### config.mk
export PLATFORM = sky130hd
export DESIGN_NAME = llr_demapper
export DESIGN_NICKNAME = d
export VERILOG_FILES = /design/src/rtl/llr_pkg.sv /design/src/rtl/llr_ctrl.sv /design/src/rtl/llr_lane.sv /design/src/rtl/llr_datapath.sv /design/src/rtl/llr_demapper.sv
export SDC_FILE = /design/constraint.sdc
export NUM_CORES = 1
export LEC_CHECK = 0
export BUFFER_PORTS_ARGS = -buffer_cell sky130_fd_sc_hd__buf_2
export CAP_MARGIN = 20
export CORE_ASPECT_RATIO = 0.7
export CORE_MARGIN = 4
export CORE_UTILIZATION = 30
export DETAILED_ROUTE_END_ITERATION = 8
export PLACE_DENSITY_LB_ADDON = 0.1
export SLEW_MARGIN = 20
export SYNTH_ARGS = -nofsm -noshare
export SYNTH_HDL_FRONTEND = slang
export SYNTH_HIERARCHICAL = 1
export SYNTH_SLANG_ARGS = --single-unit
### constraint.sdc
create_clock -name clk -period 9.9 [get_ports clk]
set_clock_uncertainty 0.15 [all_clocks]
set_input_delay 1.485 -clock clk [delete_from_list [all_inputs] [get_ports clk]]
set_output_delay 1.485 -clock clk [all_outputs]
set_load 0.1 [all_outputs]
### src/rtl/llr_pkg.sv
package llr_pkg;

  typedef enum logic [2:0] {
    MOD_BPSK  = 3'd0,
    MOD_QPSK  = 3'd1,
    MOD_PSK8  = 3'd2,
    MOD_QAM16 = 3'd3,
    MOD_QAM64 = 3'd4
  } modType_e;

  typedef struct packed {
    logic     load;
    logic     emit;
    logic [1:0] phase;
    modType_e mod;
  } ctrlStrobe_t;

  function automatic modType_e decodeMod(logic [2:0] code);
    case (code)
      3'd1:    return MOD_QPSK;
      3'd2:    return MOD_PSK8;
      3'd3:    return MOD_QAM16;
      3'd4:    return MOD_QAM64;
      default: return MOD_BPSK;
    endcase
  endfunction

  function automatic logic [1:0] lastPhase(modType_e m);
    case (m)
      MOD_PSK8, MOD_QAM16: return 2'd1;
      MOD_QAM64:           return 2'd2;
      default:             return 2'd0;
    endcase
  endfunction

endpackage

### src/rtl/llr_ctrl.sv
module llr_ctrl
  import llr_pkg::*;
(
  input  logic        clk,
  input  logic        rst_n,
  input  logic        symValid,
  input  logic [2:0]  modSel,
  output logic        symReady,
  output ctrlStrobe_t strobe
);

  logic       busy;
  logic [1:0] phase;
  modType_e   modReg;
  logic       finalCycle;
  logic       load;

  assign finalCycle = (phase == lastPhase(modReg));
  assign symReady   = !busy || finalCycle;
  assign load       = symValid && symReady;

  always_ff @(posedge clk) begin
    if (!rst_n) begin
      busy   <= 1'b0;
      phase  <= 2'd0;
      modReg <= MOD_BPSK;
    end else if (load) begin
      busy   <= 1'b1;
      phase  <= 2'd0;
      modReg <= decodeMod(modSel);
    end else if (busy) begin
      if (finalCycle) begin
        busy  <= 1'b0;
        phase <= 2'd0;
      end else begin
        phase <= phase + 2'd1;
      end
    end
  end

  always_comb begin
    strobe.load  = load;
    strobe.emit  = busy;
    strobe.phase = phase;
    strobe.mod   = modReg;
  end

  // an accepted sample always starts an emission on the next cycle
  p_busy_after_load_r8: assert property (@(posedge clk) disable iff (!rst_n)
    load |=> busy);

  // the phase counter never passes the last phase of the held modulation
  p_phase_bound_r8: assert property (@(posedge clk) disable iff (!rst_n)
    busy |-> (phase <= lastPhase(modReg)));

  // the held modulation only changes on an accepted sample
  p_mod_hold_r9: assert property (@(posedge clk) disable iff (!rst_n)
    (busy && !symValid) |=> $stable(modReg));

endmodule

### src/rtl/llr_lane.sv
module llr_lane #(
  parameter int PRE_W     = 12,
  parameter int SCALE_W   = 6,
  parameter int LLR_W     = 6,
  parameter int IDX_W     = 3,
  parameter int FRAC_BITS = 4
) (
  input  logic                    clk,
  input  logic                    rst_n,
  input  logic                    laneValid,
  input  logic signed [PRE_W-1:0] pre,
  input  logic [IDX_W-1:0]        idxIn,
  input  logic [SCALE_W-1:0]      scale,
  output logic                    outValid,
  output logic [LLR_W-1:0]        llrOut,
  output logic [IDX_W-1:0]        idxOut
);

  localparam int PROD_W  = PRE_W + SCALE_W + 1;
  localparam int LLR_MAX = (1 << (LLR_W - 1)) - 1;
  localparam int LLR_MIN = -(1 << (LLR_W - 1));
  localparam logic signed [PROD_W-1:0] MAXV  = PROD_W'(LLR_MAX);
  localparam logic signed [PROD_W-1:0] MINV  = PROD_W'(LLR_MIN);
  localparam logic signed [PROD_W-1:0] ROUND = PROD_W'(1 << (FRAC_BITS - 1));

  logic signed [PROD_W-1:0] prod;
  logic signed [PROD_W-1:0] rounded;
  logic [LLR_W-1:0]         clipped;

  always_comb begin
    prod    = PROD_W'(pre) * $signed({1'b0, scale});
    rounded = (prod + ROUND) >>> FRAC_BITS;
    if (rounded > MAXV)      clipped = LLR_W'(LLR_MAX);
    else if (rounded < MINV) clipped = LLR_W'(LLR_MIN);
    else                     clipped = rounded[LLR_W-1:0];
  end

  always_ff @(posedge clk) begin
    if (!rst_n) begin
      outValid <= 1'b0;
      llrOut   <= '0;
      idxOut   <= '0;
    end else begin
      outValid <= laneValid;
      if (laneValid) begin
        llrOut <= clipped;
        idxOut <= idxIn;
      end
    end
  end

  // a non-negative pre-scale value never yields a negative soft bit
  p_sign_kept_r7: assert property (@(posedge clk) disable iff (!rst_n)
    (laneValid && pre >= 0) |=> !llrOut[LLR_W-1]);

endmodule

### src/rtl/llr_datapath.sv
module llr_datapath
  import llr_pkg::*;
#(
  parameter int SAMPLE_W  = 9,
  parameter int SCALE_W   = 6,
  parameter int LLR_W     = 6,
  parameter int IDX_W     = 3,
  parameter int FRAC_BITS = 4
) (
  input  logic                clk,
  input  logic                rst_n,
  input  ctrlStrobe_t         strobe,
  input  logic [SAMPLE_W-1:0] symI,
  input  logic [SAMPLE_W-1:0] symQ,
  input  logic [SCALE_W-1:0]  scaleK,
  output logic                outValid0,
  output logic [LLR_W-1:0]    llr0,
  output logic [IDX_W-1:0]    idx0,
  output logic                outValid1,
  output logic [LLR_W-1:0]    llr1,
  output logic [IDX_W-1:0]    idx1
);

  localparam int LANES = 2;
  localparam int PRE_W = SAMPLE_W + 3;
  localparam int UNIT  = 1 << FRAC_BITS;
  localparam logic signed [PRE_W-1:0] TWO  = PRE_W'(2 * UNIT);
  localparam logic signed [PRE_W-1:0] FOUR = PRE_W'(4 * UNIT);

  logic [SAMPLE_W-1:0] sampI, sampQ;
  logic [SCALE_W-1:0]  scaleReg;

  always_ff @(posedge clk) begin
    if (!rst_n) begin
      sampI    <= '0;
      sampQ    <= '0;
      scaleReg <= '0;
    end else if (strobe.load) begin
      sampI    <= symI;
      sampQ    <= symQ;
      scaleReg <= scaleK;
    end
  end

  logic signed [PRE_W-1:0] xs, ys, absI, absQ, foldI, foldQ, offI, offQ;

  always_comb begin
    xs    = {{(PRE_W-SAMPLE_W){sampI[SAMPLE_W-1]}}, sampI};
    ys    = {{(PRE_W-SAMPLE_W){sampQ[SAMPLE_W-1]}}, sampQ};
    absI  = xs[PRE_W-1] ? -xs : xs;
    absQ  = ys[PRE_W-1] ? -ys : ys;
    offI  = absI - FOUR;
    offQ  = absQ - FOUR;
    foldI = offI[PRE_W-1] ? -offI : offI;
    foldQ = offQ[PRE_W-1] ? -offQ : offQ;
  end

  logic signed [PRE_W-1:0] preArr [LANES];
  logic                    selV   [LANES];
  logic [IDX_W-1:0]        selIdx [LANES];

  always_comb begin
    preArr[0] = xs;  preArr[1] = ys;
    selV[0]   = 1'b1; selV[1]  = 1'b0;
    selIdx[0] = IDX_W'(0); selIdx[1] = IDX_W'(1);
    case (strobe.mod)
      MOD_QPSK: selV[1] = 1'b1;
      MOD_PSK8: begin
        if (strobe.phase == 2'd0) begin
          selV[1] = 1'b1;
        end else begin
          preArr[0] = absI - absQ;
          selIdx[0] = IDX_W'(2);
        end
      end
      MOD_QAM16: begin
        selV[1] = 1'b1;
        if (strobe.phase != 2'd0) begin
          preArr[0] = absI - TWO;
          preArr[1] = absQ - TWO;
          selIdx[0] = IDX_W'(2);
          selIdx[1] = IDX_W'(3);
        end
      end
      MOD_QAM64: begin
        selV[1] = 1'b1;
        case (strobe.phase)
          2'd0: begin
            preArr[1] = FOUR - absI;
          end
          2'd1: begin
            preArr[0] = TWO - foldI;
            preArr[1] = ys;
            selIdx[0] = IDX_W'(2);
            selIdx[1] = IDX_W'(3);
          end
          default: begin
            preArr[0] = FOUR - absQ;
            preArr[1] = TWO - foldQ;
            selIdx[0] = IDX_W'(4);
            selIdx[1] = IDX_W'(5);
          end
        endcase
      end
      default: ;
    endcase
  end

  logic             laneOutV   [LANES];
  logic [LLR_W-1:0] laneOutLlr [LANES];
  logic [IDX_W-1:0] laneOutIdx [LANES];

  for (genvar g = 0; g < LANES; g++) begin : g_lane
    llr_lane #(
      .PRE_W(PRE_W), .SCALE_W(SCALE_W), .LLR_W(LLR_W),
      .IDX_W(IDX_W), .FRAC_BITS(FRAC_BITS)
    ) u_lane (
      .clk      (clk),
      .rst_n    (rst_n),
      .laneValid(strobe.emit && selV[g]),
      .pre      (preArr[g]),
      .idxIn    (selIdx[g]),
      .scale    (scaleReg),
      .outValid (laneOutV[g]),
      .llrOut   (laneOutLlr[g]),
      .idxOut   (laneOutIdx[g])
    );
  end

  assign outValid0 = laneOutV[0];
  assign llr0      = laneOutLlr[0];
  assign idx0      = laneOutIdx[0];
  assign outValid1 = laneOutV[1];
  assign llr1      = laneOutLlr[1];
  assign idx1      = laneOutIdx[1];

  // lane 1 only accompanies lane 0 and carries the next bit index
  p_lane_pair_r11: assert property (@(posedge clk) disable iff (!rst_n)
    outValid1 |-> (outValid0 && idx1 == idx0 + IDX_W'(1)));

  // a BPSK emission yields a single soft bit of index 0
  p_bpsk_single_r2: assert property (@(posedge clk) disable iff (!rst_n)
    (strobe.emit && strobe.mod == MOD_BPSK) |=>
      (outValid0 && !outValid1 && idx0 == '0));

endmodule

### src/rtl/llr_demapper.sv
module llr_demapper
  import llr_pkg::*;
#(
  parameter int SAMPLE_W  = 9,
  parameter int SCALE_W   = 6,
  parameter int LLR_W     = 6,
  parameter int IDX_W     = 3,
  parameter int FRAC_BITS = 4
) (
  input  logic                clk,
  input  logic                rst_n,
  input  logic                symValid,
  output logic                symReady,
  input  logic [SAMPLE_W-1:0] symI,
  input  logic [SAMPLE_W-1:0] symQ,
  input  logic [SCALE_W-1:0]  scaleK,
  input  logic [2:0]          modSel,
  output logic                outValid0,
  output logic [LLR_W-1:0]    llr0,
  output logic [IDX_W-1:0]    idx0,
  output logic                outValid1,
  output logic [LLR_W-1:0]    llr1,
  output logic [IDX_W-1:0]    idx1
);

  ctrlStrobe_t strobe;

  llr_ctrl u_ctrl (
    .clk     (clk),
    .rst_n   (rst_n),
    .symValid(symValid),
    .modSel  (modSel),
    .symReady(symReady),
    .strobe  (strobe)
  );

  llr_datapath #(
    .SAMPLE_W(SAMPLE_W), .SCALE_W(SCALE_W), .LLR_W(LLR_W),
    .IDX_W(IDX_W), .FRAC_BITS(FRAC_BITS)
  ) u_dp (
    .clk      (clk),
    .rst_n    (rst_n),
    .strobe   (strobe),
    .symI     (symI),
    .symQ     (symQ),
    .scaleK   (scaleK),
    .outValid0(outValid0),
    .llr0     (llr0),
    .idx0     (idx0),
    .outValid1(outValid1),
    .llr1     (llr1),
    .idx1     (idx1)
  );

endmodule

-- After elaboration in Yosys (flattened, before gate mapping)
Index checks and enable logic that the tools add are counted.
- register bits after elaboration: 50
- output and inout bits: 21
- logic and storage cells: 81
- multiply operators: 2
- $add $sub $neg: 16
- bitwise operators: 1
- eq/ne operators: 10
- reduce and logical (&&, ||, !) cells: 9
- $lt $le $gt $ge: 4
- mux-type cells: 27
- operator list (operator ; count):
    12-bit case mux with 2 select lines ; 3
    12-bit two-way mux ; 5
    19-bit by 5-bit adder with 19-bit output (second input constant) ; 2
    12-bit by 7-bit multiplier with 19-bit output ; 2
    12-bit case mux with 3 select lines ; 1
    15-bit by 6-bit > comparator with 1-bit output (second input constant) ; 2
    15-bit by 6-bit < comparator with 1-bit output (second input constant) ; 2
    24-bit two-way mux ; 1
    6-bit two-way mux ; 4
    12-bit negation ; 2
    9-bit negation with 12-bit output ; 2
    12-bit by 7-bit subtractor with 12-bit output (second input constant) ; 2
    12-bit by 8-bit subtractor with 12-bit output (second input constant) ; 2
    7-bit by 12-bit subtractor with 12-bit output (first input constant) ; 2
    8-bit by 12-bit subtractor with 12-bit output (first input constant) ; 2
    3-bit by 2-bit equality test with 1-bit output (second input constant) ; 4
    3-bit case mux with 4 select lines ; 1
    6-bit case mux with 2 select lines ; 1
    12-bit subtractor ; 1
    3-bit case mux with 3 select lines ; 1
    3-bit by 1-bit equality test with 1-bit output (second input constant) ; 2
    3-bit equality test (second input constant) ; 2
    3-bit case mux with 2 select lines ; 1
    5-bit two-way mux ; 1
    other kinds (15) ; 21

-- Depth between registers and ports, before layout
Gate-level depths: netlist (run 1).
- word-level depth: 13
- gate-level depth with buffers: 35
- gate-level depth less buffers: 32

-- Modules after synthesis
The synthesis (run 1) kept the hierarchy.
- by module, submodules not included (module ; area each (um^2) ; instances ; cells an instance ; sequential area each (um^2)):
    llr_datapath ; 4075.2 ; 1 ; 576 ; 480.5
    llr_lane at u_dp.g_lane[1].u_lane ; 3428.3 ; 1 ; 401 ; 200.2
    llr_lane at u_dp.g_lane[0].u_lane ; 3404.5 ; 1 ; 400 ; 200.2
    llr_ctrl ; 345.3 ; 1 ; 37 ; 120.1

-- Worst setup path after synthesis (run 1)
OpenSTA, ideal clock, no wires.
- path kind: reg-to-reg
- from: reg u_dp.sampI[0]
- to: reg u_dp.g_lane[0].u_lane.llrOut[3]
- data required time: 9675 ps
- buffers on the path: 2
- cell stages (with the launch flop): 34
- arrival time: 8035 ps
- slack: 1640 ps
- cell sequence: dfxtp_1 > clkbuf_1 > inv_1 > ha_1 > nor3b_1 > o211a_1 > clkbuf_1 > inv_1 > ha_1 > and2_1 > a31o_2 > o311a_1 > a211oi_1 > o31ai_1 > xnor2_1 > o21ai_0 > a221o_1 > nand2_1 > fa_1 > inv_1 > fa_1 > fa_1 > inv_1 > fa_1 > inv_1 > ha_1 > a21o_1 > a21o_1 > a31oi_1 > o2bb2ai_1 > xor2_1 > or4b_1 > o31a_1 > o22ai_1
- RTL lines (element ; line ; text):
    start: declaration ; llr_datapath.sv:30 ; logic [SAMPLE_W-1:0] sampI, sampQ;
    start signal: assignment ; llr_datapath.sv:39 ; sampI <= symI;
    end signal: assignment ; llr_lane.sv:46 ; llrOut <= clipped;
    end: declaration ; llr_lane.sv:15 ; output logic [LLR_W-1:0] llrOut,

==> results of run 1 <==
==> power groups by stage <==
stage	logic (W)	clock network (W)	registers (W)
finish	0.000609	0.000183	0.000236
global route	0.000676	0.000202	0.000239
CTS	0.000604	0.000194	0.000236
detailed placement	0.000601	0	0.000240
global placement	0.000605	0	0.000241
floorplan	0.000430	0	0.000268
==> metal layers <==
| layer | GRT usage | share of wire |
|---|---|---|
| met5 | 0 | 0.00036 |
| met4 | 0.01791 | 0.0079 |
| met3 | 0.03305 | 0.062 |
| met2 | 0.2303 | 0.39 |
| met1 | 0.2646 | 0.54 |
==> sequential cells by signal (all words and copies together) (netlist names) <==
register and count:
u_dp/g_lane.u_lane/llrOut 12, u_dp/sampI 9, u_dp/g_lane.u_lane/outValid 2, u_dp/sampQ 9, u_ctrl/modReg 3, u_ctrl/busy 1
u_dp/g_lane.u_lane/idxOut 6, u_ctrl/phase 2, u_dp/scaleReg 6
==> worst reg2reg max path, delay by kind of cell, from the launching register on <==
kind	cells	cell delay (ns)
compound gates	9	2.33
xor+xnor	2	0.66
fa+ha+maj	7	3.04
buf+inv	4	0.56
flops	1	0.41
simple gates	7	1.92
==> path summary, 6_finish.rpt <==
| check | from | to | depth (start not counted) |
|---|---|---|---|
| max reg2reg | u_dp/sampI[0]$_SDFFE_PN0P_ | u_dp/g_lane[0].u_lane/llrOut[4]$_SDFFE_PN0P_ | 29 |
| max | u_dp/sampI[0]$_SDFFE_PN0P_ | u_dp/g_lane[0].u_lane/llrOut[4]$_SDFFE_PN0P_ | 29 |
| min | u_dp/g_lane[0].u_lane/idxOut[1]$_SDFFE_PN0P_ | u_dp/g_lane[0].u_lane/idxOut[1]$_SDFFE_PN0P_ | 2 |
| min reg2reg | u_dp/g_lane[0].u_lane/idxOut[1]$_SDFFE_PN0P_ | u_dp/g_lane[0].u_lane/idxOut[1]$_SDFFE_PN0P_ | 2 |
==> layout make-up <==
class,count,area [um2],share of cell area
Clock buffer,7,132.6,0.01089
Inverter,218,818.3,0.06718
Multi-Input combinational cell,1091,9210,0.7561
Sequential cell,50,1001,0.08218
Tap cell,488,610.6,0.05013
Timing Repair Buffer,71,407.9,0.03349
==> placed cells by master (no fill, tap or decap), types with 15 or more instances in the layout <==
| master | synthesis | layout |
|---|---|---|
| nor2_1 | 65 | 65 |
| buf_2 | 6 | 50 |
| nand4_1 | 18 | 18 |
| nand2_1 | 114 | 114 |
| a21oi_1 | 48 | 48 |
| mux2i_1 | 36 | 36 |
| nand2b_1 | 15 | 15 |
| o21ai_0 | 57 | 57 |
| nand3_1 | 20 | 20 |
| xor2_1 | 23 | 23 |
| xnor2_1 | 60 | 60 |
| o211ai_1 | 16 | 16 |
| and2_1 | 101 | 101 |
| o22ai_1 | 19 | 19 |
| fa_1 | 105 | 105 |
| nor2b_1 | 45 | 45 |
| buf_4 | 3 | 21 |
| dfxtp_1 | 50 | 50 |
| ha_1 | 117 | 117 |
| a31oi_1 | 16 | 16 |
| inv_1 | 215 | 215 |
==> repair_timing <==
action / in CTS / in global routing
gates resized for setup: 0 / 2
endpoints found under the setup margin: 0 / 5
buffers inserted: 0 / 0
==> metrics by stage <==
stage | std cells | utilization
5_1_grt | 1925 | 0.3287
2_1_floorplan | 1418 | -
3_5_place_dp | 1918 | 0.3248
6_report | 1925 | 0.3287
3_3_place_gp | 1918 | 0.3248
4_1_cts | 1925 | 0.3284
==> kinds of logic (layout without fill, tap and decap cells) <==
| logic type | Yosys count | count (layout) |
|---|---|---|
| xor gates and xnor gates | 85 | 85 |
| and+or+nand+nor | 461 | 461 |
| buffers and inverters | 277 | 296 |
| AOI/OAI and AO/OA | 279 | 279 |
| adders and majority gates | 223 | 223 |
| muxes | 37 | 37 |
| DFF | 50 | 50 |
| other | 2 | 6 |
==> summary.txt, run 1 <==
Outcome
  – Status: complete, no violations

Synthesis
  – Count leader, synth: inv_1
  – Synth area leaders: fa_1 (19%), ha_1 (13%), dfxtp_1 (8.9%), inv_1 (7.2%), and2_1 (5.6%)
  – Synth area leader: fa_1
  – Largest family of logic cells by synthesized area: adder cells
  – Post-Syn Instances: 1414
  – Synth Area in XOR/XNOR: 0.06805
  – Share of the synthesized area in the top cell type: 0.1868
  – Post-synthesis mux area share: 0.03302
  – Asr flop ratio synth: 0
  – Ys Warns: 6
  – Adder-cell share of the synthesized area: 0.3178
  – Synth top cells by count: inv_1 (215), ha_1 (117), nand2_1 (114)
  – Number of enable flip-flop cells after synthesis: 0
  – Unique masters post-synth: 95
  – Synth Area in Compound Gates: 0.1746
  – Synth Area in Simple Gates: 0.2216
  – Mapped cell area: 11250 um2
  – Post-synthesis sequential area ratio: 0.08895
  – #FFs+latches synth: 50
  – Main flop type after synthesis: dfxtp_1
  – Syn Area/Cell: 7.958 um2

STA
  – RSZ-0062 raised after global routing: false
  – Final min period: 9.209 ns
  – Slew Limit Fails: 0
  – Highest clock rate: 0.1086 GHz
  – Tcrit/Tclk final: 0.9302
  – Final worst slack: 0.6909 ns
  – WHS: 0.3672 ns
  – Final setup vio count: 0
  – Transition time of the tightest slew-check pin: 1.092 ns
  – Setup TNS: 0 ns
  – Relative slew slack: 0.2721
  – Final hold viol count: 0

Power and ir drop
  – Overall power: 0.001028 W
  – Leakage: 5.677 nW
  – Clock share of power: 0.178
  – Power per Cell Area: 84.38 nW/um2
  – VDD IR-drop max: 0.05904 mV
  – Sequential Power Share: 0.229
  – Psw: 0.0004959 W
  – Sw Share: 0.4825
  – Combinational share of power: 0.593
  – Pint: 0.0005318 W

Critical path
  – Startpoint types: flip-flop
  – Crit-path leading delay family: adder cells
  – Crit path largest cell delay: 0.57 ns
  – Worst path slowest cell: fa_1
  – Critical Path Fanout Max: 10
  – Critical path endpoint category: flip-flop
  – WP data arrival: 9.24 ns
  – Critical Path RT: 9.93 ns
  – Crit path kind: reg -> reg
  – Reg2Reg Setup Slack: 0.69 ns
  – Buf+Inv Stages, Crit Path: 4

Clock network
  – Max Root-Sink Buffers: 2
  – TritonCTS Sinks: 50
  – Later-pin clock latency in the skew report: 0.32 ns
  – CTS tree: done
  – Inserted Clock Buffers: 5
  – CTS root buf: clkbuf_16
  – H-tree levels: 2
  – Reg clk slew, reported paths: 0.07 ns
  – Cts hold-fix bufs: 0

GRT
  – Initial antenna violation count: 2
  – First-pass GRT wire length: 53820 um
  – Largest net degree at the start of global routing: 56
  – Total congestion overflow: 0
  – Vias in the first global route: 9517
  – Global-route total usage across every layer: 0.1645

Route
  – Initial drt markers: 678
  – Vias/cell: 5.080
  – Antenna Nets Post-Route: 0
  – WL final: 33390 um
  – # DRC: 0
  – Detailed-route via count: 9779
  – WL/cell: 17.35 um
  – Drt pass-1 iters: 7

Placement
  – Port Buf Inserts: 50
  – Post-DP HPWL: 27240 um
  – Setup WS pre-CTS: 0.7275 ns
  – Dpl cell area: 12040 um2
  – Routability cong.: 0.9071

Min path
  – Hold Path Class: reg -> reg

Cells and area
  – Final Cell Area: 12180 um2
  – Area growth, synth to finish: 8.239%
  – Nets: 1689
  – Antenna Cells: 0
  – Layout cells sized above 1: 0.08629
  – Fill cell count: 4054

Job
  – Max_cap viols: 0

Floorplan
  – Die span in x: 239.5 um
  – Io pins: 51
  – Total core area: 37060 um2
  – Initial Util: 0.3037
  – Die Height: 170.0 um
  – Die footprint: 40720 um2
  – Row cnt: 59
(Power assumes the default switching activity.)
==> run 2, diff against run 1 <==
--- a/config.mk
+++ b/config.mk
@@ -11,7 +11,7 @@
 export CORE_MARGIN = 4
 export CORE_UTILIZATION = 30
 export DETAILED_ROUTE_END_ITERATION = 8
-export PLACE_DENSITY_LB_ADDON = 0.1
+export PLACE_DENSITY = 0.5
 export SLEW_MARGIN = 20
 export SYNTH_ARGS = -nofsm -noshare
 export SYNTH_HDL_FRONTEND = slang
==> run 2 against run 1 <==
Against the previous run: critical path depth shrank 2; worst hold slack gained 0.0037 ns; clock-buffer cell count stayed put; core utilization is 0.12 points lower; clock power fell by 3%; wire length down 4.6%; total power decreased by 1.4%; non-clock buffer count down 4; final cell count is 0.21% lower; combinational power down 2%; register-to-register slack improved by 0.08 ns.
==> summary.txt, run 2 (same netlist as run 1, synthesis figures left out) <==
STA
  – Final setup vio count: 0 (unchanged)
  – Highest clock rate: 0.1095 GHz (was 0.1086 GHz)
  – Transition time of the tightest slew-check pin: 1.087 ns (was 1.092 ns)
  – Final min period: 9.131 ns (was 9.209 ns)
  – Final worst slack: 0.7695 ns (was 0.6909 ns)
  – Slew Limit Fails: 0 (unchanged)
  – RSZ-0062 raised after global routing: false (unchanged)
  – Setup TNS: 0 ns (unchanged)
  – Final hold viol count: 0 (unchanged)
  – Tcrit/Tclk final: 0.9223 (was 0.9302)
  – Relative slew slack: 0.2756 (was 0.2721)

Critical path
  – WP data arrival: 9.21 ns (was 9.24 ns)
  – Worst path slowest cell: a221oi_1 (was fa_1)
  – Buf+Inv Stages, Crit Path: 3 (was 4)
  – Critical Path RT: 9.98 ns (was 9.93 ns)
  – Critical path endpoint category: flip-flop (unchanged)
  – Critical Path Fanout Max: 10 (unchanged)
  – Startpoint types: flip-flop (unchanged)
  – Crit path largest cell delay: 0.70 ns (was 0.57 ns)
  – Crit-path leading delay family: compound AO/OA/AOI/OAI gates (was adder cells)
  – Most frequent cell on the critical path: fa_1
  – Crit path kind: reg -> reg (unchanged)

Cells and area
  – Leading cell type in the layout, fill and taps excluded: inv_1 (unchanged)
  – Area growth, synth to finish: 7.849% (was 8.239%)
  – Antenna Cells: 0 (unchanged)
  – Final Cell Area: 12140 um2 (was 12180 um2)
  – Fill cell count: 4030 (was 4054)
  – Layout cells sized above 1: 0.08234 (was 0.08629)
  – Nets: 1685 (was 1689)
  – Top reg by flops: u_dp/g_lane.u_lane/llrOut (unchanged)
  – Max reg flops: 12 (unchanged)
  – Most frequent cells in the layout: inv_1 (215), ha_1 (117), nand2_1 (114), fa_1 (105), and2_1 (101) (unchanged)
  – Biggest regs: u_dp/g_lane.u_lane/llrOut x12, u_dp/sampI x9, u_dp/sampQ x9 (unchanged)

Clock network
  – Max Root-Sink Buffers: 2 (unchanged)
  – Setup bufs post-CTS: 0 (unchanged)
  – Later-pin clock latency in the skew report: 0.31 ns (was 0.32 ns)
  – Inserted Clock Buffers: 5 (unchanged)
  – Reg clk slew, reported paths: 0.07 ns (about the same)
  – CTS root buf: clkbuf_16 (unchanged)
  – TritonCTS Sinks: 50 (unchanged)
  – Post-cts resize count: 0 (unchanged)
  – Cts hold-fix bufs: 0 (unchanged)
  – H-tree levels: 2 (unchanged)
  – CTS tree: done (unchanged)

Route
  – M1 WL: 17270 um (was 18100 um)
  – # DRC: 0 (unchanged)
  – WL/cell: 16.58 um (was 17.35 um)
  – Vias/cell: 5.107 (was 5.080)
  – WL final: 31860 um (was 33390 um)
  – Uppermost layer routed: met4 (was met5)
  – Detailed-route via count: 9811 (was 9779)
  – Met2 wire length: 12040 um (was 12960 um)
  – Met3 wire length: 2291 um (was 2055 um)
  – Initial drt markers: 834 (was 678)
  – Antenna Nets Post-Route: 0 (unchanged)
  – Drt pass-1 iters: 6 (was 7)

GRT
  – Vias in the first global route: 9409 (was 9517)
  – Total congestion overflow: 0 (unchanged)
  – Largest net degree at the start of global routing: 56 (unchanged)
  – Global-route total usage across every layer: 0.1565 (was 0.1645)
  – Initial antenna violation count: 0 (was 2)
  – First-pass GRT wire length: 51840 um (was 53820 um)

Power and ir drop
  – Pint: 0.0005297 W (was 0.0005318 W)
  – Power per Cell Area: 83.48 nW/um2 (was 84.38 nW/um2)
  – Leakage: 5.653 nW (was 5.677 nW)
  – Sw Share: 0.4772 (was 0.4825)
  – Clock share of power: 0.175 (was 0.178)
  – Psw: 0.0004835 W (was 0.0004959 W)
  – Combinational share of power: 0.589 (was 0.593)
  – VDD IR-drop max: 0.05767 mV (was 0.05904 mV)
  – Sequential Power Share: 0.236 (was 0.229)

Floorplan
  – Die Height: 170.0 um (unchanged)
  – Initial Util: 0.3037 (unchanged)
  – Die span in x: 239.5 um (unchanged)
  – Total core area: 37060 um2 (unchanged)
  – Die footprint: 40720 um2 (unchanged)
  – Row cnt: 59 (unchanged)
  – Io pins: 51 (unchanged)

Placement
  – Post-DP HPWL: 26150 um (was 27240 um)
  – Routability cong.: 0.9381 (was 0.9071)
  – Port Buf Inserts: 50 (unchanged)
  – Dpl cell area: 12000 um2 (was 12040 um2)
  – Setup WS pre-CTS: 0.8550 ns (was 0.7275 ns)

Min path
  – Hold Path Class: reg -> reg (unchanged)

Outcome
  – Status: complete, no violations (unchanged)

Job
  – Max_cap viols: 0 (unchanged)
==> run 2: changes by cell type in the layout (fill, tap and decap cells not counted), sizes merged <==
cell  previous run  this run
buf             71        67
==> run 2: layer usage <==
layer  track usage  vias to the layer above
li1              -                     4785
met1        0.2559                     4736
met2        0.2128                      266
met3       0.03094                       24
met4       0.01942                        0
met5             0                        -
==> run 2: layout make-up <==
| class | instances | area (um2) | area share |
|---|---|---|---|
| multi-input cells | 1091 | 9196 | 0.7577 |
| flip-flops and latches | 50 | 1001 | 0.08247 |
| inverters | 218 | 818.3 | 0.06742 |
| well taps | 488 | 610.6 | 0.05031 |
| repair buffers | 67 | 377.9 | 0.03113 |
| clock buffers | 7 | 132.6 | 0.01093 |
==> run 2: metrics by stage <==
| stage | power, W | instances | hold WS, ns | util |
|---|---|---|---|---|
| 6_report | 0.001013 | 1921 | 0.3709 | 0.3275 |
| 5_1_grt | 0.001102 | 1921 | 0.3938 | 0.3275 |
| 4_1_cts | 0.001018 | 1921 | 0.3778 | 0.3275 |
| 3_5_place_dp | 0.0008337 | 1914 | 0.3623 | 0.3239 |
| 3_3_place_gp | 0.0008325 | 1914 | 0.3411 | 0.3239 |
| 2_1_floorplan | 0.0006975 | 1418 | 0.3380 | - |
==> run 2: worst register-to-register path: stages (launching register included) <==
cell and delay [ns]:
dfxtp_1 0.41, inv_1 0.23, ha_1 0.33, nor3b_1 0.41, o211a_1 0.42, inv_1 0.19, ha_1 0.38, and2_1 0.19
a31o_2 0.24, o311a_1 0.31, a211oi_1 0.22, a21oi_1 0.07, a221oi_1 0.70, nand2_1 0.16, fa_1 0.53, inv_1 0.05
fa_1 0.46, fa_1 0.51, fa_1 0.49, ha_1 0.38, and2_2 0.21, a2111o_1 0.37, a31oi_1 0.29, o2bb2ai_1 0.22
xor2_1 0.13, or4b_1 0.48, o31a_1 0.37, o22ai_1 0.15
==> run 2: power by group through the flow <==
| stage | sequential [W] | clock (W) | combinational (W) |
|---|---|---|---|
| 5_1_grt | 0.000243 | 0.000196 | 0.000664 |
| 3_3_place_gp | 0.000244 | 0 | 0.000589 |
| 3_5_place_dp | 0.000244 | 0 | 0.000590 |
| 6_report | 0.000239 | 0.000178 | 0.000596 |
| 4_1_cts | 0.000239 | 0.000186 | 0.000593 |
| 2_1_floorplan | 0.000268 | 0 | 0.000430 |
==> run 2: final timing paths <==
kind / start / endpoint / slack [ns] / depth (start not counted)
setup / recovery: u_dp/sampI[0]$_SDFFE_PN0P_ / u_dp/g_lane[0].u_lane/llrOut[3]$_SDFFE_PN0P_ / 0.77 / 27
hold / removal: u_dp/g_lane[0].u_lane/idxOut[1]$_SDFFE_PN0P_ / u_dp/g_lane[0].u_lane/idxOut[1]$_SDFFE_PN0P_ / 0.37 / 2
setup reg to reg: u_dp/sampI[0]$_SDFFE_PN0P_ / u_dp/g_lane[0].u_lane/llrOut[3]$_SDFFE_PN0P_ / 0.77 / 27
hold reg to reg: u_dp/g_lane[0].u_lane/idxOut[1]$_SDFFE_PN0P_ / u_dp/g_lane[0].u_lane/idxOut[1]$_SDFFE_PN0P_ / 0.37 / 2
